==> src/rtl/mcu_port_pkg.sv <==
package mcu_port_pkg;

  // Kind of location an effective address falls on
  typedef enum logic [1:0] {
    SP_REG  = 2'd0,
    SP_CTRL = 2'd1,
    SP_BUF  = 2'd2,
    SP_NONE = 2'd3
  } space_e;

  // Chip select is active when the pin differs from the polarity strap
  function automatic logic cs_decode(input logic pin, input logic strap);
    return pin ^ strap;
  endfunction

  // Interrupt pin level for a request and the programmed active level
  function automatic logic irq_level(input logic req, input logic act_high);
    return act_high ? req : ~req;
  endfunction

endpackage

==> src/rtl/mcu_strobe_sync.sv <==
module mcu_strobe_sync #(
  parameter int STAGES = 2
) (
  input  logic clk,
  input  logic rst_n,
  input  logic d,
  output logic q,
  output logic q_prev
);
  logic [STAGES:0] chain;

  always_ff @(posedge clk or negedge rst_n) begin
    if (!rst_n) chain <= '0;
    else        chain <= {chain[STAGES-1:0], d};
  end

  assign q      = chain[STAGES-1];
  assign q_prev = chain[STAGES];
endmodule

==> src/rtl/mcu_regfile.sv <==
module mcu_regfile #(
  parameter int NREG = 32,
  parameter int DW   = 8,
  localparam int IW  = $clog2(NREG)
) (
  input  logic          clk,
  input  logic          rst_n,
  input  logic          we,
  input  logic [IW-1:0] widx,
  input  logic [DW-1:0] wdata,
  input  logic [IW-1:0] ridx,
  output logic [DW-1:0] rdata
);
  logic [DW-1:0] mem [NREG];

  for (genvar i = 0; i < NREG; i++) begin : g_ent
    always_ff @(posedge clk or negedge rst_n) begin
      if (!rst_n)                       mem[i] <= '0;
      else if (we && widx == IW'(i))    mem[i] <= wdata;
    end
  end

  assign rdata = mem[ridx];
endmodule

==> src/rtl/mcu_buf_bridge.sv <==
module mcu_buf_bridge #(
  parameter int AW = 6,
  parameter int DW = 8
) (
  input  logic          clk,
  input  logic          rst_n,
  input  logic          start,
  input  logic          start_we,
  input  logic [AW-1:0] start_addr,
  input  logic [DW-1:0] start_wdata,
  input  logic          grant,
  input  logic [DW-1:0] rdata,
  output logic          req,
  output logic          we,
  output logic [AW-1:0] addr,
  output logic [DW-1:0] wdata,
  output logic [DW-1:0] hold,
  output logic          busy
);
  logic pend_q;

  always_ff @(posedge clk or negedge rst_n) begin
    if (!rst_n) begin
      pend_q <= 1'b0;
      we     <= 1'b0;
      addr   <= '0;
      wdata  <= '0;
      hold   <= '0;
    end else if (pend_q) begin
      if (grant) begin
        pend_q <= 1'b0;
        if (!we) hold <= rdata;
      end
    end else if (start) begin
      pend_q <= 1'b1;
      we     <= start_we;
      addr   <= start_addr;
      wdata  <= start_wdata;
    end
  end

  assign req  = pend_q;
  assign busy = pend_q;
endmodule

==> src/rtl/mcu_port.sv <==
module mcu_port #(
  parameter int          ADDR_W      = 7,
  parameter int          DATA_W      = 8,
  parameter int          NREG        = 32,
  parameter int          CTRL_ADDR   = 32,
  parameter int          SYNC_STAGES = 2,
  localparam int         BUF_AW      = ADDR_W - 1,
  localparam int         IDX_W       = $clog2(NREG)
) (
  input  logic              clk,
  input  logic              rst_n,
  input  logic              pol_strap,
  input  logic              ind_strap,
  input  logic              cs_pin,
  input  logic              rd_n,
  input  logic              wr_n,
  input  logic [ADDR_W-1:0] addr,
  input  logic [DATA_W-1:0] data_in,
  output logic [DATA_W-1:0] data_out,
  output logic              data_oe,
  output logic              wait_n,
  input  logic              irq_req,
  output logic              irq_pin,
  output logic              buf_req,
  output logic              buf_we,
  output logic [BUF_AW-1:0] buf_addr,
  output logic [DATA_W-1:0] buf_wdata,
  input  logic [DATA_W-1:0] buf_rdata,
  input  logic              buf_grant
);
  import mcu_port_pkg::*;

  // Classify an effective address
  function automatic space_e classify(input logic [ADDR_W-1:0] a);
    if (a[ADDR_W-1])                    return SP_BUF;
    else if (a < ADDR_W'(NREG))         return SP_REG;
    else if (a == ADDR_W'(CTRL_ADDR))   return SP_CTRL;
    else                                return SP_NONE;
  endfunction

  // Pointer advance, wrapping at the address width
  function automatic logic [ADDR_W-1:0] ptr_step(input logic [ADDR_W-1:0] p);
    return p + ADDR_W'(1);
  endfunction

  // Chip select as seen at the pins
  logic cs_act;
  assign cs_act = cs_decode(cs_pin, pol_strap);

  // Synchronized strobes
  logic cs_s, cs_d, rd_s, rd_d, wr_s, wr_d;

  mcu_strobe_sync #(.STAGES(SYNC_STAGES)) u_cs_sync (
    .clk(clk), .rst_n(rst_n), .d(cs_act), .q(cs_s), .q_prev(cs_d));
  mcu_strobe_sync #(.STAGES(SYNC_STAGES)) u_rd_sync (
    .clk(clk), .rst_n(rst_n), .d(~rd_n), .q(rd_s), .q_prev(rd_d));
  mcu_strobe_sync #(.STAGES(SYNC_STAGES)) u_wr_sync (
    .clk(clk), .rst_n(rst_n), .d(~wr_n), .q(wr_s), .q_prev(wr_d));

  // Named internal events
  logic rd_start, rd_end, wr_commit;
  assign rd_start  = cs_s & rd_s & ~rd_d;
  assign rd_end    = cs_d & rd_d & ~rd_s;
  assign wr_commit = cs_d & wr_d & ~wr_s;

  // Port decode
  logic ptr_port, data_port;
  assign ptr_port  = ind_strap & ~addr[0];
  assign data_port = ind_strap &  addr[0];

  logic [ADDR_W-1:0] ptr_q;
  logic [ADDR_W-1:0] eff;
  space_e            sp;
  assign eff = ind_strap ? ptr_q : addr;
  assign sp  = classify(eff);

  logic ptr_bump;
  assign ptr_bump = data_port & (rd_end | wr_commit);

  // Pointer
  always_ff @(posedge clk or negedge rst_n) begin
    if (!rst_n)                      ptr_q <= '0;
    else if (wr_commit && ptr_port)  ptr_q <= data_in[ADDR_W-1:0];
    else if (ptr_bump)               ptr_q <= ptr_step(ptr_q);
  end

  // Interrupt active level
  logic irq_pol;
  always_ff @(posedge clk or negedge rst_n) begin
    if (!rst_n)                                      irq_pol <= 1'b0;
    else if (wr_commit && !ptr_port && sp == SP_CTRL) irq_pol <= data_in[0];
  end
  assign irq_pin = irq_level(irq_req, irq_pol);

  // Register file
  logic              rf_we;
  logic [DATA_W-1:0] rf_rdata;
  assign rf_we = wr_commit & ~ptr_port & (sp == SP_REG);

  mcu_regfile #(.NREG(NREG), .DW(DATA_W)) u_rf (
    .clk(clk), .rst_n(rst_n), .we(rf_we),
    .widx(eff[IDX_W-1:0]), .wdata(data_in),
    .ridx(eff[IDX_W-1:0]), .rdata(rf_rdata));

  // Buffer window bridge
  logic              buf_start, buf_busy;
  logic [DATA_W-1:0] buf_hold;
  assign buf_start = (wr_commit | rd_start) & ~ptr_port & (sp == SP_BUF);

  mcu_buf_bridge #(.AW(BUF_AW), .DW(DATA_W)) u_bridge (
    .clk(clk), .rst_n(rst_n),
    .start(buf_start), .start_we(wr_commit),
    .start_addr(eff[BUF_AW-1:0]), .start_wdata(data_in),
    .grant(buf_grant), .rdata(buf_rdata),
    .req(buf_req), .we(buf_we), .addr(buf_addr), .wdata(buf_wdata),
    .hold(buf_hold), .busy(buf_busy));

  assign wait_n = ~buf_busy;

  // Read path
  always_comb begin
    if (ptr_port) begin
      data_out = DATA_W'(ptr_q);
    end else begin
      unique case (sp)
        SP_REG:  data_out = rf_rdata;
        SP_CTRL: data_out = DATA_W'(irq_pol);
        SP_BUF:  data_out = buf_hold;
        default: data_out = '0;
      endcase
    end
  end

  assign data_oe = cs_act & ~rd_n;
endmodule

==> config.mk <==
export PLATFORM = sky130hd
export DESIGN_NAME = mcu_port
export DESIGN_NICKNAME = d
export VERILOG_FILES = /design/src/rtl/mcu_port_pkg.sv /design/src/rtl/mcu_strobe_sync.sv /design/src/rtl/mcu_regfile.sv /design/src/rtl/mcu_buf_bridge.sv /design/src/rtl/mcu_port.sv
export SDC_FILE = /design/constraint.sdc
export NUM_CORES = 1
export LEC_CHECK = 0
export BUFFER_PORTS_ARGS = -buffer_cell sky130_fd_sc_hd__clkbuf_2
export CAP_MARGIN = 20
export CORE_UTILIZATION = 55
export CTS_CLUSTER_SIZE = 20
export DETAILED_ROUTE_END_ITERATION = 8
export MAX_ROUTING_LAYER = met4
export PLACE_DENSITY_LB_ADDON = 0.15
export SLEW_MARGIN = 25
export SYNTH_ARGS = -nofsm -noshare
export SYNTH_HDL_FRONTEND = slang
export SYNTH_SLANG_ARGS = --single-unit
==> constraint.sdc <==
create_clock -name clk -period 2.3 [get_ports clk]
set_input_delay 0.115 -clock clk [delete_from_list [all_inputs] [get_ports clk]]
set_output_delay 0.115 -clock clk [all_outputs]
set_load 0.01 [all_outputs]
==> impl_results.rst <==
.. list-table::
   :header-rows: 1

   * - Metric
     - Value
   * - IO Port Bufs
     - 58
   * - Area of the core
     - 0.0243 mm2
   * - CP Capture Type
     - output port
   * - Combinational power share
     - 30.1%
   * - Worst Clk Skew
     - 19.4 ps
   * - End of the worst hold path
     - u_bridge.addr[2]
   * - Clock latency on the worst-skew pair
     - 510 ps
   * - Number of I/O pins
     - 59
   * - Count of cells along the worst register-to-register path
     - 7
   * - Part of the cycle the worst path needs
     - 135%
   * - Number of sinks driven by the clock tree
     - 297
   * - CP peak stage delay
     - 610 ps
   * - Dominant combinational cell family by area after synthesis
     - multiplexers
   * - Worst Max-Slew Pin Slew
     - 1070 ps
   * - Run status
     - finished with violations
   * - Antenna violations before repair
     - 1
   * - Effective utilization at floorplan
     - 56.1%
   * - Count of flip-flops with a built-in enable after synthesis
     - 0
   * - Total setup violations reported at the end of the flow
     - 116
   * - Post-synthesis instance area
     - 0.0136 mm2
   * - Total number of H-tree levels
     - 2
   * - Number of placed instances, taps included
     - 1521
   * - Class of the tightest hold or removal check
     - input pin to register
   * - Unrepaired setup endpoints after global routing
     - yes
   * - Adder and majority gate portion of the synthesized area
     - 0.0917%
   * - Failing checks
     - negative setup slack
   * - Remaining global-route overflow
     - 0
   * - Post-synthesis net count
     - 1099
   * - WL per Instance
     - 26.2 um
   * - Cell-by-cell listing of the critical path
     - buf_6, nand3_2, buf_4, a21boi_0, a2111oi_1, buf_4, o22ai_1, o41ai_2, a31oi_2, clkbuf_2
   * - Detailed-routing iteration count for the pre-antenna-repair pass
     - 5
   * - Total power draw
     - 16.5 mW
   * - Share of synthesized area occupied by flip-flops and latches
     - 54.5%
   * - GPL Wtd Cong
     - 0.910
   * - Count of maximum capacitance violations
     - 0
   * - Combined area of the multi-input logic cells
     - 0.00675 mm2
   * - Placement Cell Area
     - 0.0155 mm2
   * - Total area of sequential cells
     - 0.00743 mm2
   * - CP Max Fanout
     - 5
   * - Launching point of the worst reg2reg path
     - ptr_q[6]
   * - Top_reg_cell synth
     - dfrtp_1
   * - Internal cell power
     - 11.4 mW
   * - Drt first-iter violations
     - 1095
   * - Final #Nets
     - 1301
   * - Hold Crit Start
     - addr[2]
   * - Die outline width
     - 159 um
   * - Total Die Area
     - 0.0254 mm2
   * - TritonCTS clock tree
     - yes
   * - Final number of hold-violating endpoints
     - 0
   * - Cell depth of the worst min-delay path
     - 3
   * - Synthesized-area fraction occupied by ao, oa, aoi and oai cells
     - 10.7%
   * - Number of global-route vias before repair
     - 10800
   * - Detailed-route via count
     - 10400
   * - Relative contribution of the clock network to total power
     - 32.1%
   * - Highest attainable clock frequency
     - 321 MHz
   * - Count of filler cells inserted in the layout
     - 1526
   * - Vias/cell
     - 6.44
   * - Maximum clock path buffer count
     - 3
   * - VDD IR-drop max
     - 0.674 mV
   * - Cell repeated most along the worst path
     - buf_4
   * - Highest-count cells in the layout ignoring fill and taps
     - 295 x dfrtp_1, 145 x mux2_2, 130 x mux2_4
   * - Layout cell share with drive strength beyond 1
     - 51.5%
   * - Final WS setup
     - -811 ps
   * - Most common library cell in the layout ignoring fill and taps
     - dfrtp_1
   * - Finished Cell Area
     - 0.0181 mm2
   * - Max-slew headroom at the worst pin
     - 28.8%
   * - Average cell area after synthesis
     - 12.8 um2
   * - Synth-to-Final Area Change
     - 32.6%
   * - FF+latch count, synth
     - 297
   * - Ratio of total power to cell area
     - 915 mW/mm2
   * - Post-Synthesis Cells
     - 1066
   * - Final wirelength
     - 42.2 mm
   * - Reg-to-reg critical path endpoint
     - u_rf.mem[73]
   * - Arrival time at the worst endpoint
     - 3000 ps
   * - CP startpoint kind
     - register
   * - Flop-to-flop setup slack
     - -50 ps
   * - Die extent in y
     - 159 um
   * - Number of distinct standard cells referenced by the synthesized netlist
     - 61
   * - Simple-Gate Fraction of Synth Area
     - 6.71%
   * - Std cell rows
     - 57
   * - Worst hold margin
     - 48.0 ps
   * - Net switching share of the total power
     - 30.9%
   * - Number of max-slew violations in the final report
     - 0
   * - Estimated wirelength of the detail-placed design
     - 26.0 mm
   * - FFs w/ async S/R, synth
     - 100%
   * - Post-CTS clock slew at the launch and capture registers of the worst setup and hold paths
     - 60 ps
   * - Maximum number of pins on one net before global-route repair
     - 70
   * - CTS Root Cell
     - clkbuf_16
   * - Total Neg Setup Slack
     - -6500 ps
   * - GR Util All Layers
     - 34.9%
   * - TritonCTS Buffers
     - 34
   * - Cell with the largest stage delay on the worst path
     - a2111oi_1
   * - Sequential fraction of design power
     - 37.8%
   * - Xor-xnor portion of the synthesized cell area
     - 0.128%
   * - Period minus WS final
     - 3110 ps
   * - LEAKAGE
     - 8.50 nW
   * - Global-route wire length before repair
     - 65.2 mm
   * - Crit Path Class
     - register to output port
   * - Final standard cell count with taps included and fillers excluded
     - 1612
   * - Drt drc
     - 0
   * - Number of warnings reported in the yosys synthesis log
     - 0
   * - Switching Power
     - 5.12 mW
   * - Critical path data required time
     - 2180 ps
   * - Portion of netlist area occupied by mux cells
     - 25.1%
   * - Final antenna-violating net count
     - 0
## how the worst max path moves through the flow
stage	from	to	slack, ps	cells past startpoint
4_1_cts	ptr_q[0]	data_out[7]	-510	8
3_5_place_dp	ind_strap	u_rf.mem[49]	-240	8
5_1_grt	ptr_q[0]	data_out[6]	-860	10
6_report	ptr_q[0]	data_out[6]	-810	10
3_3_place_gp	ptr_q[0]	irq_pol	-250	7
2_1_floorplan	u_wr_sync.chain[1]	u_rf.mem[0]	10	8
## state kept, by name, indices dropped and copies added, names as in the netlist
signal and count:
u_cs_sync.chain 3, irq_pol 1, ptr_q 7, u_bridge.addr 6
u_wr_sync.chain 3, u_rf.mem 256, u_bridge.hold 8, u_bridge.we 1
u_bridge.wdata 8, u_rd_sync.chain 3, u_bridge.busy 1
## layout make-up
cell class | instances | share of cell area, %
multi-input cells | 681 | 37.3
well taps | 324 | 2.24
flip-flops and latches | 297 | 41.1
clock inverters | 6 | 0.498
clock buffers | 49 | 5.52
inverters | 6 | 0.125
diodes | 1 | 0.0138
repair buffers | 248 | 13.2
## cell families (layout without fill, tap and decap cells)
family | after synthesis | after routing
compound gates | 240 | 240
xor+xnor | 2 | 2
fa+ha+maj | 1 | 1
buf+inv | 88 | 309
flops | 297 | 297
mux | 292 | 292
other cells | 0 | 1
simple gates | 146 | 146
## worst max-delay path: cells and delay by family, from the launching register on
kind,cells,cell delay (ps)
AO/OA/AOI/OAI,5,1270
flip-flops,1,450
buffers and inverters,4,660
AND/OR/NAND/NOR,1,110
## per-layer routing
metal  vias up  share of wire, %  global-route usage, %
li1       4372                 -                      -
met1      5380                43                   46.9
met2       485                46                   51.8
met3       141               7.4                   7.42
met4         0               3.9                   13.8
met5         -                 0                      -
## synthesized netlist by cell type, types with 2 or more instances
library cell,number,area share [%]
o31ai_1,2,0.11
buf_2,15,0.55
a21oi_1,52,1.9
dfrtp_1,297,54
nand2b_1,7,0.32
nand2_1,20,0.55
o21ai_0,49,1.8
nor2_4,14,1.2
mux2_2,256,21
a31oi_1,4,0.18
a21o_1,3,0.17
or3_1,8,0.37
nand3b_1,3,0.17
a2111oi_0,3,0.19
a21boi_0,6,0.33
o21a_1,2,0.11
nor2_2,11,0.50
nor2b_1,3,0.14
o22ai_1,85,3.9
buf_6,3,0.25
mux2i_1,9,0.66
nand2b_4,2,0.20
clkbuf_1,56,1.5
nand4_1,14,0.64
nor3_1,11,0.40
nor4_1,6,0.28
mux2_4,16,1.8
mux2_1,3,0.25
mux4_2,8,1.3
and2_1,8,0.37
or4_1,4,0.22
nand3_1,6,0.22
nor2_1,20,0.55
o211ai_1,7,0.39
inv_1,6,0.17
buf_1,7,0.19
a22oi_1,16,0.88
## through the flow
stage	util, %	worst slack (ps)
after CTS	73.4	-514
after detailed placement	63.8	-242
after global routing	74.4	-863
after floorplan	-	13.2
after global placement	63.8	-248
final	74.4	-811
## what timing repair did
| action | CTS | global route |
|---|---|---|
| gates cloned | 3 | 0 |
| endpoints found under the setup margin | 193 | 232 |
| hold endpoints to repair | 75 | 0 |
| gates resized for setup | 205 | 61 |
| setup buffers | 19 | 6 |
| pin swaps | 57 | 33 |
| hold buffers | 15 | 0 |
## power groups by stage
stage	Sequential (mW)	Combinational (mW)	Clock, mW
after CTS	6.21	4.76	5.37
after global placement	6.25	4.00	0
final	6.26	4.98	5.30
after detailed placement	6.27	4.04	0
after global routing	6.31	5.24	5.57
after floorplan	6.18	2.11	0
No activity file was read; power rests on OpenSTA's default activity.
